File: config.mk
export PLATFORM = sky130hd
export DESIGN_NAME = dma_done_irq
export DESIGN_NICKNAME = d
export VERILOG_FILES = /design/src/rtl/dma_irq_pkg.sv /design/src/rtl/dma_irq_edge.sv /design/src/rtl/dma_irq_sticky.sv /design/src/rtl/dma_irq_cmd.sv /design/src/rtl/dma_done_irq.sv
export SDC_FILE = /design/constraint.sdc
export NUM_CORES = 1
export LEC_CHECK = 0
export BUFFER_PORTS_ARGS = -buffer_cell sky130_fd_sc_hd__buf_4
export CAP_MARGIN = 20
export CORE_MARGIN = 2
export CORE_UTILIZATION = 35
export CTS_CLUSTER_SIZE = 40
export DETAILED_ROUTE_END_ITERATION = 8
export PLACE_DENSITY = 0.71
export SLEW_MARGIN = 30
export SYNTH_ARGS = -nofsm -noshare
export SYNTH_HDL_FRONTEND = slang
export SYNTH_SLANG_ARGS = --single-unit
File: constraint.sdc
create_clock -name clk -period 1 [get_ports clk]
set_clock_uncertainty 0.1 [all_clocks]
set_input_delay 0.15 -clock clk [delete_from_list [all_inputs] [get_ports clk]]
set_output_delay 0.15 -clock clk [all_outputs]
set_load 0.005 [all_outputs]
File: src/rtl/dma_irq_pkg.sv
package dma_irq_pkg;
   // command write bit positions (software-visible encoding)
   localparam int CMD_CHAN_CLR = 7;
   localparam int CMD_ATTN_CLR = 6;
   localparam int CMD_ATTN_DIS = 5;
   localparam int CMD_ATTN_EN  = 4;
   localparam int CMD_DONE_CLR = 3;
   localparam int CMD_SEL_CMPL = 2;
   localparam int CMD_SEL_RDY  = 1;
   localparam int CMD_ODD      = 0;

   // status read bit positions
   localparam int ST_ATTN     = 6;
   localparam int ST_EOP      = 5;
   localparam int ST_MERR     = 4;
   localparam int ST_DONE     = 3;
   localparam int ST_SEL_CMPL = 2;
   localparam int ST_SEL_RDY  = 1;
   localparam int ST_ODD      = 0;

   // sticky latch slots
   localparam int LT_DONE   = 0;
   localparam int LT_EOP    = 1;
   localparam int LT_MERR   = 2;
   localparam int LT_ATTN   = 3;
   localparam int NUM_LATCH = 4;

   localparam int CMD_BITS = 8;

   typedef struct packed {
      logic chan_clr;
      logic attn_clr;
      logic attn_dis;
      logic attn_en;
      logic done_clr;
      logic sel_cmpl;
      logic sel_rdy;
      logic odd;
   } cmd_bits_t;
endpackage

File: src/rtl/dma_irq_edge.sv
module dma_irq_edge #(
   parameter int WIDTH       = 1,
   parameter int SYNC_STAGES = 0
) (
   input  logic             clk,
   input  logic             rst,
   input  logic [WIDTH-1:0] din,
   output logic [WIDTH-1:0] rise
);
   if (WIDTH < 1) begin : g_bad_width
      $error("dma_irq_edge: WIDTH must be at least 1");
   end
   if (SYNC_STAGES < 0 || SYNC_STAGES > 4) begin : g_bad_sync
      $error("dma_irq_edge: SYNC_STAGES must lie in 0..4");
   end

   for (genvar i = 0; i < WIDTH; i++) begin : g_bit
      logic s;
      logic prev;
      if (SYNC_STAGES == 0) begin : g_direct
         assign s = din[i];
      end else begin : g_sync
         logic [SYNC_STAGES-1:0] sh;
         always_ff @(posedge clk) begin
            if (rst) begin
               sh <= '0;
            end else begin
               sh[0] <= din[i];
               for (int k = 1; k < SYNC_STAGES; k++) sh[k] <= sh[k-1];
            end
         end
         assign s = sh[SYNC_STAGES-1];
      end
      always_ff @(posedge clk) begin
         if (rst) prev <= 1'b0;
         else     prev <= s;
      end
      assign rise[i] = s & ~prev;
   end
endmodule

File: src/rtl/dma_irq_sticky.sv
module dma_irq_sticky #(
   parameter int WIDTH = 4
) (
   input  logic             clk,
   input  logic             rst,
   input  logic [WIDTH-1:0] set,
   input  logic [WIDTH-1:0] clr,
   output logic [WIDTH-1:0] q
);
   if (WIDTH < 1) begin : g_bad_width
      $error("dma_irq_sticky: WIDTH must be at least 1");
   end

   // a set in the same cycle as a clear wins, so no event is lost
   always_ff @(posedge clk) begin
      if (rst) q <= '0;
      else     q <= set | (q & ~clr);
   end
endmodule

File: src/rtl/dma_irq_cmd.sv
module dma_irq_cmd
   import dma_irq_pkg::*;
#(
   parameter int DATA_W = 8
) (
   input  logic              clk,
   input  logic              rst,
   input  logic              we,
   input  logic [DATA_W-1:0] wdata,
   output logic              sel_cmpl,
   output logic              sel_rdy,
   output logic              odd,
   output logic              clr_level,
   output logic              clr_now,
   output logic              attn_en,
   output logic              attn_clr_now,
   output logic              chan_clr_now,
   output logic              chan_clear
);
   if (DATA_W < CMD_BITS) begin : g_bad_width
      $error("dma_irq_cmd: DATA_W must be at least 8");
   end

   cmd_bits_t c;
   assign c = cmd_bits_t'(wdata[CMD_BITS-1:0]);

   always_ff @(posedge clk) begin
      if (rst) begin
         sel_cmpl   <= 1'b0;
         sel_rdy    <= 1'b0;
         odd        <= 1'b0;
         clr_level  <= 1'b0;
         attn_en    <= 1'b0;
         chan_clear <= 1'b0;
      end else begin
         chan_clear <= we & c.chan_clr;
         if (we) begin
            sel_cmpl  <= c.sel_cmpl;
            sel_rdy   <= c.sel_rdy;
            odd       <= c.odd;
            clr_level <= c.done_clr;
            if (c.attn_dis)     attn_en <= 1'b0;
            else if (c.attn_en) attn_en <= 1'b1;
         end
      end
   end

   // the writing edge already applies the new clear level
   assign clr_now      = we ? c.done_clr : clr_level;
   assign attn_clr_now = we & c.attn_clr;
   assign chan_clr_now = we & c.chan_clr;
endmodule

File: src/rtl/dma_done_irq.sv
module dma_done_irq
   import dma_irq_pkg::*;
#(
   parameter int DATA_W     = 8,
   parameter int READY_SYNC = 0
) (
   input  logic              clk,
   input  logic              rst,
   input  logic              cmd_we,
   input  logic [DATA_W-1:0] cmd_wdata,
   input  logic              ien_we,
   input  logic [DATA_W-1:0] ien_wdata,
   output logic [DATA_W-1:0] status_rdata,
   input  logic              eop_pulse,
   input  logic              plotter_ready,
   input  logic              mem_err_pulse,
   input  logic              attn_pulse,
   output logic              irq,
   output logic              chan_clear
);
   if (DATA_W < CMD_BITS) begin : g_bad_width
      $error("dma_done_irq: DATA_W must be at least 8");
   end

   logic sel_cmpl, sel_rdy, odd, clr_level, clr_now;
   logic attn_en, attn_clr_now, chan_clr_now;
   logic eop_rise, rdy_rise, done_set;
   logic ien_q;
   logic [NUM_LATCH-1:0] lt_set, lt_clr, lt_q;
   logic done_q;

   dma_irq_cmd #(.DATA_W(DATA_W)) u_cmd (
      .clk(clk), .rst(rst), .we(cmd_we), .wdata(cmd_wdata),
      .sel_cmpl(sel_cmpl), .sel_rdy(sel_rdy), .odd(odd),
      .clr_level(clr_level), .clr_now(clr_now), .attn_en(attn_en),
      .attn_clr_now(attn_clr_now), .chan_clr_now(chan_clr_now),
      .chan_clear(chan_clear)
   );

   dma_irq_edge #(.WIDTH(1), .SYNC_STAGES(0)) u_eop_edge (
      .clk(clk), .rst(rst), .din(eop_pulse), .rise(eop_rise)
   );

   dma_irq_edge #(.WIDTH(1), .SYNC_STAGES(READY_SYNC)) u_rdy_edge (
      .clk(clk), .rst(rst), .din(plotter_ready), .rise(rdy_rise)
   );

   assign done_set = ((eop_rise & sel_cmpl) | (rdy_rise & sel_rdy)) & ~clr_now;

   always_comb begin
      lt_set          = '0;
      lt_clr          = '0;
      lt_set[LT_DONE] = done_set;
      lt_clr[LT_DONE] = clr_now;
      lt_set[LT_EOP]  = eop_pulse;
      lt_clr[LT_EOP]  = chan_clr_now;
      lt_set[LT_MERR] = mem_err_pulse;
      lt_clr[LT_MERR] = chan_clr_now;
      lt_set[LT_ATTN] = attn_pulse;
      lt_clr[LT_ATTN] = attn_clr_now;
   end

   dma_irq_sticky #(.WIDTH(NUM_LATCH)) u_latch (
      .clk(clk), .rst(rst), .set(lt_set), .clr(lt_clr), .q(lt_q)
   );

   assign done_q = lt_q[LT_DONE];

   always_ff @(posedge clk) begin
      if (rst)         ien_q <= 1'b0;
      else if (ien_we) ien_q <= ien_wdata[0];
   end

   always_comb begin
      status_rdata              = '0;
      status_rdata[ST_ATTN]     = lt_q[LT_ATTN];
      status_rdata[ST_EOP]      = lt_q[LT_EOP];
      status_rdata[ST_MERR]     = lt_q[LT_MERR];
      status_rdata[ST_DONE]     = done_q;
      status_rdata[ST_SEL_CMPL] = sel_cmpl;
      status_rdata[ST_SEL_RDY]  = sel_rdy;
      status_rdata[ST_ODD]      = odd;
   end

   assign irq = ien_q & (done_q | (lt_q[LT_ATTN] & attn_en));
endmodule

==> impl_results.rst, run 1 <==
.. list-table::
   :header-rows: 1

   * - Metric
     - Value
   * - Outcome
     - finished, violations left
   * - Violated checks
     - negative setup slack
   * - Largest net degree at the start of global routing
     - 14
   * - CP max FO
     - 2
   * - Clk root buf
     - sky130_fd_sc_hd__clkbuf_4
   * - Max-cap violations
     - 0
   * - Number of endpoints failing setup at the final stage
     - 3
   * - Clk pwr share
     - 0.292
   * - Maximum clock frequency
     - 854 MHz
   * - Sequential Power Share
     - 0.527
   * - Floorplan die height
     - 42.4 microns
   * - Endpoint type of the worst setup path
     - output port
   * - Post-DP Area
     - 683 sq um
   * - Total clock buffers created by CTS
     - 3
   * - Post-layout minimum cycle time
     - 1170 ps
   * - Most common cell after layout, fill and taps aside
     - sky130_fd_sc_hd__buf_4
   * - HPWL after detailed placement
     - 730 microns
   * - Final Hold Vio Count
     - 0
   * - Pwr per Cell Area
     - 1310 mW/mm^2
   * - 1st-iter DRT viols
     - 1
   * - Clock sink count
     - 13
   * - Cell count after synthesis
     - 49
   * - Antenna violation net count after detailed routing
     - 0
   * - Clock-pin slew of the registers on the worst-case setup and hold paths
     - 80 ps
   * - Sequential element share of the synthesized area
     - 0.505
   * - Type of the worst min-delay path
     - in -> reg
   * - Final weighted congestion of routability-driven global placement
     - 0.700
   * - Via density per instance
     - 4.59
   * - Number of antenna violations at the first check in global routing
     - 0
   * - PnR worst setup slack
     - -171 ps
   * - P&R area growth vs syn
     - 58.5%
   * - Via count
     - 441
   * - Tcrit/Tclk final
     - 1.17
   * - Warnings, synthesis
     - 0
   * - Asr flop ratio synth
     - 0
   * - Count of pins over their slew limit
     - 0
   * - Post-synth top area cell
     - sky130_fd_sc_hd__dfxtp_1
   * - Pleak
     - 0.383 nW
   * - Post-route DRC
     - 0
   * - Biggest area contributors in the synthesized netlist
     - sky130_fd_sc_hd__dfxtp_1 (50%), sky130_fd_sc_hd__mux2i_1 (7.8%), sky130_fd_sc_hd__buf_4 (5.8%), sky130_fd_sc_hd__nor2_1 (4.4%), sky130_fd_sc_hd__o21ba_2 (3.9%)
   * - CTS tree
     - done
   * - Insertion delay of the later-clocked pin in the worst-skew pair
     - 270 ps
   * - Initial core utilization
     - 0.386
   * - Power dissipated by switching net loads
     - 0.244 mW
   * - Flip-flop and latch count after synthesis
     - 13
   * - Number of optimization iterations in the first detailed-route pass
     - 3
   * - Share of layout cells above drive strength 1
     - 0.580
   * - IO Pins
     - 34
   * - Net count of the mapped netlist
     - 73
   * - Global routing usage summed across all routing layers
     - 0.131
   * - Die span in x
     - 42.4 microns
   * - Fin area
     - 817 sq um
   * - Number of flops mapped to enable cells by yosys
     - 0
   * - Nets@finish
     - 106
   * - Req. time, crit path
     - 750 ps
   * - Largest buffer count on any clock path
     - 2
   * - CP Launch Type
     - register
   * - Setup repair after global routing missed its margin
     - yes
   * - Average detailed-routed wire length per instance
     - 12.2 microns
   * - Post-synthesis instance area
     - 515 sq um
   * - Switching share of power
     - 0.228
   * - Crit Path Category
     - reg -> out
   * - Portion of total power attributed to combinational logic
     - 0.181
   * - Fraction of post-synthesis cell area in the top cell type by area
     - 0.505
   * - Top_reg_cell synth
     - sky130_fd_sc_hd__dfxtp_1
   * - Full die area
     - 0.00180 sq mm
   * - Port buffer count
     - 25
   * - First-pass GRT wire length
     - 1690 microns
   * - Number of global-route vias before repair
     - 407
   * - Power consumption
     - 1.07 mW
   * - Congestion Overflow GR
     - 0
   * - Internal power
     - 0.828 mW
   * - VDD IR-drop max
     - 0.825 mV
   * - Clock H-tree levels
     - 1
   * - Std cell rows
     - 13
   * - Arrival time of the worst setup path
     - 920 ps
   * - Commonest non-fill, non-tap cells in the layout
     - sky130_fd_sc_hd__buf_4 (24), sky130_fd_sc_hd__dfxtp_1 (7), sky130_fd_sc_hd__nor2_1 (6), sky130_fd_sc_hd__buf_6 (6), sky130_fd_sc_hd__dfxtp_2 (5)
   * - Area of the core
     - 0.00133 sq mm
   * - Post-synth cell types
     - 18
   * - Average cell area after synthesis
     - 10.5 sq um
   * - Detailed Route WL
     - 1180 microns
   * - Fin Setup TNS
     - -325 ps
   * - Diodes inserted
     - 0
[timing repair]
item | 4_1_cts | 5_1_grt
hold buffers | 3 | 1
gates resized for setup | 7 | 8
endpoints found under the setup margin | 5 | 7
endpoints found under the hold margin | 3 | 1
buffers inserted | 0 | 4
pin swaps | 1 | 1
[cells by family (layout without fill, tap and decap cells)]
group,after synthesis,in the layout,share of synthesized area
AND/OR/NAND/NOR,12,12,0.116
multiplexers,5,5,0.107
flip-flops,13,13,0.505
other,1,1,0.00727
AO/OA/AOI/OAI,10,10,0.160
buffers and inverters,8,40,0.104
[power groups by stage]
stage | combinational [mW] | clock, mW | sequential [mW]
after floorplan | 0.0803 | 0 | 0.573
after global placement | 0.153 | 0 | 0.573
after detailed placement | 0.156 | 0 | 0.574
after CTS | 0.168 | 0.330 | 0.566
after global routing | 0.212 | 0.356 | 0.568
final | 0.194 | 0.313 | 0.564
[stage by stage]
| stage | cells | hold slack, ps | setup WS (ps) | util |
|---|---|---|---|---|
| after floorplan | 49 | 122 | 38.1 | - |
| after global placement | 84 | 240 | 29.2 | 0.512 |
| after detailed placement | 84 | 241 | 25.6 | 0.512 |
| after CTS | 91 | 3.71 | -167 | 0.566 |
| after global routing | 96 | 13.2 | -227 | 0.613 |
| final | 96 | 13.5 | -171 | 0.613 |
[cell usage after synthesis (2+ instances only)]
cell type                   n
sky130_fd_sc_hd__a21boi_0   2
sky130_fd_sc_hd__dfxtp_1   13
sky130_fd_sc_hd__nor2b_1    3
sky130_fd_sc_hd__buf_4      4
sky130_fd_sc_hd__mux2i_1    4
sky130_fd_sc_hd__nand3b_1   2
sky130_fd_sc_hd__nor2_1     6
sky130_fd_sc_hd__o21ba_2    2
sky130_fd_sc_hd__inv_1      2
sky130_fd_sc_hd__a21oi_1    3
[critical path, stage by stage (launching register included)]
cell                      delay [ps]
sky130_fd_sc_hd__dfxtp_2         330
sky130_fd_sc_hd__a21oi_2         140
sky130_fd_sc_hd__nor2b_1          60
sky130_fd_sc_hd__buf_4           130
[cell type report]
type / instances / area, sq um
Clock buffer: 3 / 22.5
Sequential cell: 13 / 270
Multi-Input combinational cell: 28 / 205
Inverter: 2 / 7.51
Timing Repair Buffer: 34 / 288
Tap cell: 15 / 18.8
Clock inverter: 1 / 5.00
Fill cell: 120 / 517
[path summary, 6_finish.rpt]
kind,depth (start not counted),slack [ps],end,from
min,3,10,u_cmd.chan_clear$_SDFF_PP0_,cmd_wdata[7]
min reg2reg,2,400,ien_q$_SDFFE_PP0P_,ien_q$_SDFFE_PP0P_
max reg2reg,2,30,u_latch.q[0]$_SDFF_PP0_,u_cmd.clr_level$_SDFF_PP0_
max,3,-170,irq,u_cmd.attn_en$_SDFFE_PP0P_
[metal layers]
layer | track usage | vias to the layer above | share of wire
met2 | 0.225 | 18 | 0.54
met5 | 0 | - | 0
met3 | 0.0302 | 2 | 0.080
li1 | - | 223 | -
met1 | 0.130 | 198 | 0.37
met4 | 0.113 | 0 | 0.016
[sequential cells by signal, indices dropped and copies added, names as in the netlist]
register	cells
ien_q	1
u_cmd.attn_en	1
u_cmd.chan_clear	1
u_cmd.clr_level	1
u_cmd.odd	1
u_cmd.sel_cmpl	1
u_cmd.sel_rdy	1
u_eop_edge.g_bit.prev	1
u_latch.q	4
u_rdy_edge.g_bit.prev	1
Note: power is estimated with default switching activity, not from simulation.
==> run 2: changes to the inputs <==
==> constraint.sdc (replaced) <==
create_clock -name clk -period 1 [get_ports clk]
set_clock_uncertainty 0.1 [all_clocks]
set_input_delay 0.05 -clock clk [delete_from_list [all_inputs] [get_ports clk]]
set_output_delay 0.05 -clock clk [all_outputs]
set_load 0.005 [all_outputs]
==> run 2 against run 1 <==
  * The flow finishes with violations (negative hold slack, negative setup slack)
  * Highest routed layer unchanged
  * Critical path depth is the same
  * Clock power about the same
  * Final area is 3.8% higher
  * Hold slack got worse by 49 ps
  * Combinational power is essentially flat
  * Fmax is 11% higher
  * Non-clock buffer count rose by 5
==> impl_results.rst, run 2 (synthesized netlist as in run 1, its figures left out) <==
.. list-table::
   :header-rows: 1

   * - Metric
     - Value
   * - Max-cap violations
     - 0 (unchanged)
   * - Launch point of the worst reg-to-reg path
     - u_cmd.clr_level$_SDFF_PP0_ (unchanged)
   * - Post-DP Area
     - 683 sq um (unchanged)
   * - Top reg by flops
     - u_latch.q (unchanged)
   * - Pleak
     - 0.393 nW (was 0.383 nW)
   * - Power consumption
     - 1.07 mW (about the same)
   * - Number of endpoints failing setup at the final stage
     - 1 (was 3)
   * - Met3 layer wire length in the routed design
     - 87 microns (was 94 microns)
   * - First-pass GRT wire length
     - 1920 microns (was 1690 microns)
   * - Reg-to-reg endpoint
     - u_latch.q[0]$_SDFF_PP0_ (unchanged)
   * - Met1 Routed Length
     - 461 microns (was 429 microns)
   * - Port buffer count
     - 25 (unchanged)
   * - HPWL after detailed placement
     - 721 microns (was 730 microns)
   * - Number of global-route vias before repair
     - 453 (was 407)
   * - Antenna violation net count after detailed routing
     - 0 (unchanged)
   * - Number of antenna violations at the first check in global routing
     - 0 (unchanged)
   * - Crit Path Category
     - reg -> out (unchanged)
   * - Most common cell after layout, fill and taps aside
     - sky130_fd_sc_hd__buf_4 (unchanged)
   * - Clock-pin slew of the registers on the worst-case setup and hold paths
     - 80 ps (about the same)
   * - Average detailed-routed wire length per instance
     - 11.3 microns (was 12.2 microns)
   * - Non-filler instance count after layout
     - 101 (was 96)
   * - CP Launch Type
     - register (unchanged)
   * - Post-layout minimum cycle time
     - 1050 ps (was 1170 ps)
   * - VDD IR-drop max
     - 0.794 mV (was 0.825 mV)
   * - Number of flip-flops in the largest register
     - 4 (unchanged)
   * - Diodes inserted
     - 0 (unchanged)
   * - Final Hold Vio Count
     - 1 (was 0)
   * - Violated checks
     - negative hold slack, negative setup slack (was negative setup slack)
   * - Core utilization of the finished layout
     - 0.636 (was 0.613)
   * - Via density per instance
     - 4.58 (was 4.59)
   * - IO Pins
     - 34 (unchanged)
   * - Final weighted congestion of routability-driven global placement
     - 0.700 (unchanged)
   * - Floorplan die height
     - 42.4 microns (unchanged)
   * - Worst path max stage delay
     - 330 ps (about the same)
   * - Largest buffer count on any clock path
     - 2 (unchanged)
   * - Pwr per Cell Area
     - 1270 mW/mm^2 (was 1310 mW/mm^2)
   * - 1st-iter DRT viols
     - 1 (unchanged)
   * - Clock sink count
     - 13 (unchanged)
   * - Seq. cell area
     - 264 sq um (was 270 sq um)
   * - Slowest cell on crit path
     - sky130_fd_sc_hd__dfxtp_2 (unchanged)
   * - Hold WS
     - -35.1 ps (was 13.5 ps)
   * - Uppermost layer routed
     - met4 (unchanged)
   * - Multi-input gate area
     - 205 sq um (unchanged)
   * - Post-route DRC
     - 0 (unchanged)
   * - Insertion delay of the later-clocked pin in the worst-skew pair
     - 270 ps (about the same)
   * - Detailed Route WL
     - 1150 microns (was 1180 microns)
   * - Endpoint type of the worst setup path
     - output port (unchanged)
   * - Clk root buf
     - sky130_fd_sc_hd__clkbuf_4 (unchanged)
   * - Share of layout cells above drive strength 1
     - 0.453 (was 0.580)
   * - P&R area growth vs syn
     - 64.6% (was 58.5%)
   * - Commonest non-fill, non-tap cells in the layout
     - sky130_fd_sc_hd__buf_4 (26), sky130_fd_sc_hd__dlygate4sd3_1 (13), sky130_fd_sc_hd__dfxtp_1 (10) (was sky130_fd_sc_hd__buf_4 (24), sky130_fd_sc_hd__dfxtp_1 (7), sky130_fd_sc_hd__nor2_1 (6), sky130_fd_sc_hd__buf_6 (6), sky130_fd_sc_hd__dfxtp_2 (5))
   * - Arrival time of the worst setup path
     - 900 ps (was 920 ps)
   * - PnR worst setup slack
     - -52.2 ps (was -171 ps)
   * - CP max FO
     - 2 (unchanged)
   * - Chain of cells forming the critical path
     - a21oi_2 -> nor2b_1 -> buf_4 (unchanged)
   * - Timing endpoint of the critical path
     - irq (unchanged)
   * - Outcome
     - finished, violations left (unchanged)
   * - Congestion Overflow GR
     - 0 (unchanged)
   * - Std cell rows
     - 13 (unchanged)
   * - Setup repair after global routing missed its margin
     - yes (unchanged)
   * - Initial core utilization
     - 0.386 (unchanged)
   * - Count of pins over their slew limit
     - 0 (unchanged)
   * - Fin area
     - 848 sq um (was 817 sq um)
   * - Largest net degree at the start of global routing
     - 14 (unchanged)
   * - Total clock buffers created by CTS
     - 3 (unchanged)
   * - CTS tree
     - done (unchanged)
   * - Routed met2 length
     - 576 microns (was 632 microns)
   * - Cell count after placement
     - 84 (unchanged)
   * - Req. time, crit path
     - 850 ps (was 750 ps)
   * - Number of cells traversed by the worst register-to-register path
     - 2 (unchanged)
   * - Nets@finish
     - 111 (was 106)
   * - Via count
     - 463 (was 441)
   * - Global routing usage summed across all routing layers
     - 0.147 (was 0.131)
   * - First element of the critical path
     - u_cmd.attn_en$_SDFFE_PP0P_ (unchanged)
   * - Number of optimization iterations in the first detailed-route pass
     - 2 (was 3)
   * - Maximum clock frequency
     - 950 MHz (was 854 MHz)
   * - Post-CTS Hold Buffers
     - 13 (was 3)
   * - Internal reg-to-reg setup slack
     - 30 ps (about the same)
   * - Number of fill cells in the layout
     - 120 (unchanged)
   * - Clock H-tree levels
     - 1 (unchanged)
   * - Tcrit/Tclk final
     - 1.05 (was 1.17)
   * - Area of the core
     - 0.00133 sq mm (unchanged)
   * - Die span in x
     - 42.4 microns (unchanged)
   * - Full die area
     - 0.00180 sq mm (unchanged)
   * - Type of the worst min-delay path
     - in -> reg (unchanged)
## run 2: per-stage QoR
step                TNS [ps]  setup slack, ps
global placement           0             53.2
CTS                    -69.1            -69.1
detailed placement         0             47.4
floorplan                  0             65.4
global route            -124             -124
finish                 -52.2            -52.2
## run 2: worst min-delay path by stage
stage                      start                         end  slack [ps]  depth (start not counted)
global placement    cmd_wdata[5]  u_cmd.attn_en$_SDFFE_PP0P_         140                          2
detailed placement  cmd_wdata[5]  u_cmd.attn_en$_SDFFE_PP0P_         140                          2
floorplan                    rst  u_cmd.clr_level$_SDFF_PP0_          20                          1
global route        cmd_wdata[3]     u_latch.q[0]$_SDFF_PP0_         -50                          3
finish              cmd_wdata[3]     u_latch.q[0]$_SDFF_PP0_         -40                          3
CTS                 cmd_wdata[3]     u_latch.q[0]$_SDFF_PP0_         -50                          3
## run 2: final cells by class
class / count / share of cell area
inverter: 2 / 0.00885
sequential: 13 / 0.311
clock buffer: 3 / 0.0265
multi-input combinational: 28 / 0.242
timing repair buffer: 39 / 0.383
tap: 15 / 0.0221
clock inverter: 1 / 0.00590
## run 2: power by group
part / switching, mW / internal [mW]
clock: 0.164 / 0.148
combinational: 0.0619 / 0.135
sequential: 0.0158 / 0.549
total: 0.242 / 0.832
## run 2: metal layers
metal / global-route usage / up-vias
li1: - / 233
met1: 0.138 / 210
met2: 0.265 / 18
met3: 0.0388 / 2
met4: 0.113 / 0
met5: 0 / -
## run 2: what timing repair did
action | CTS | global route
setup endpoints to repair | 1 | 1
endpoints found under the hold margin | 13 | 1
resized for setup | 4 | 0
pin swaps | 1 | 0
buffers inserted | 0 | 0
## run 2: worst max-delay path, delay by kind of cell, from the launching register on
kind	cells	cell delay [ps]
buf+inv	1	130
flops	1	330
compound gates	1	120
simple gates	1	50
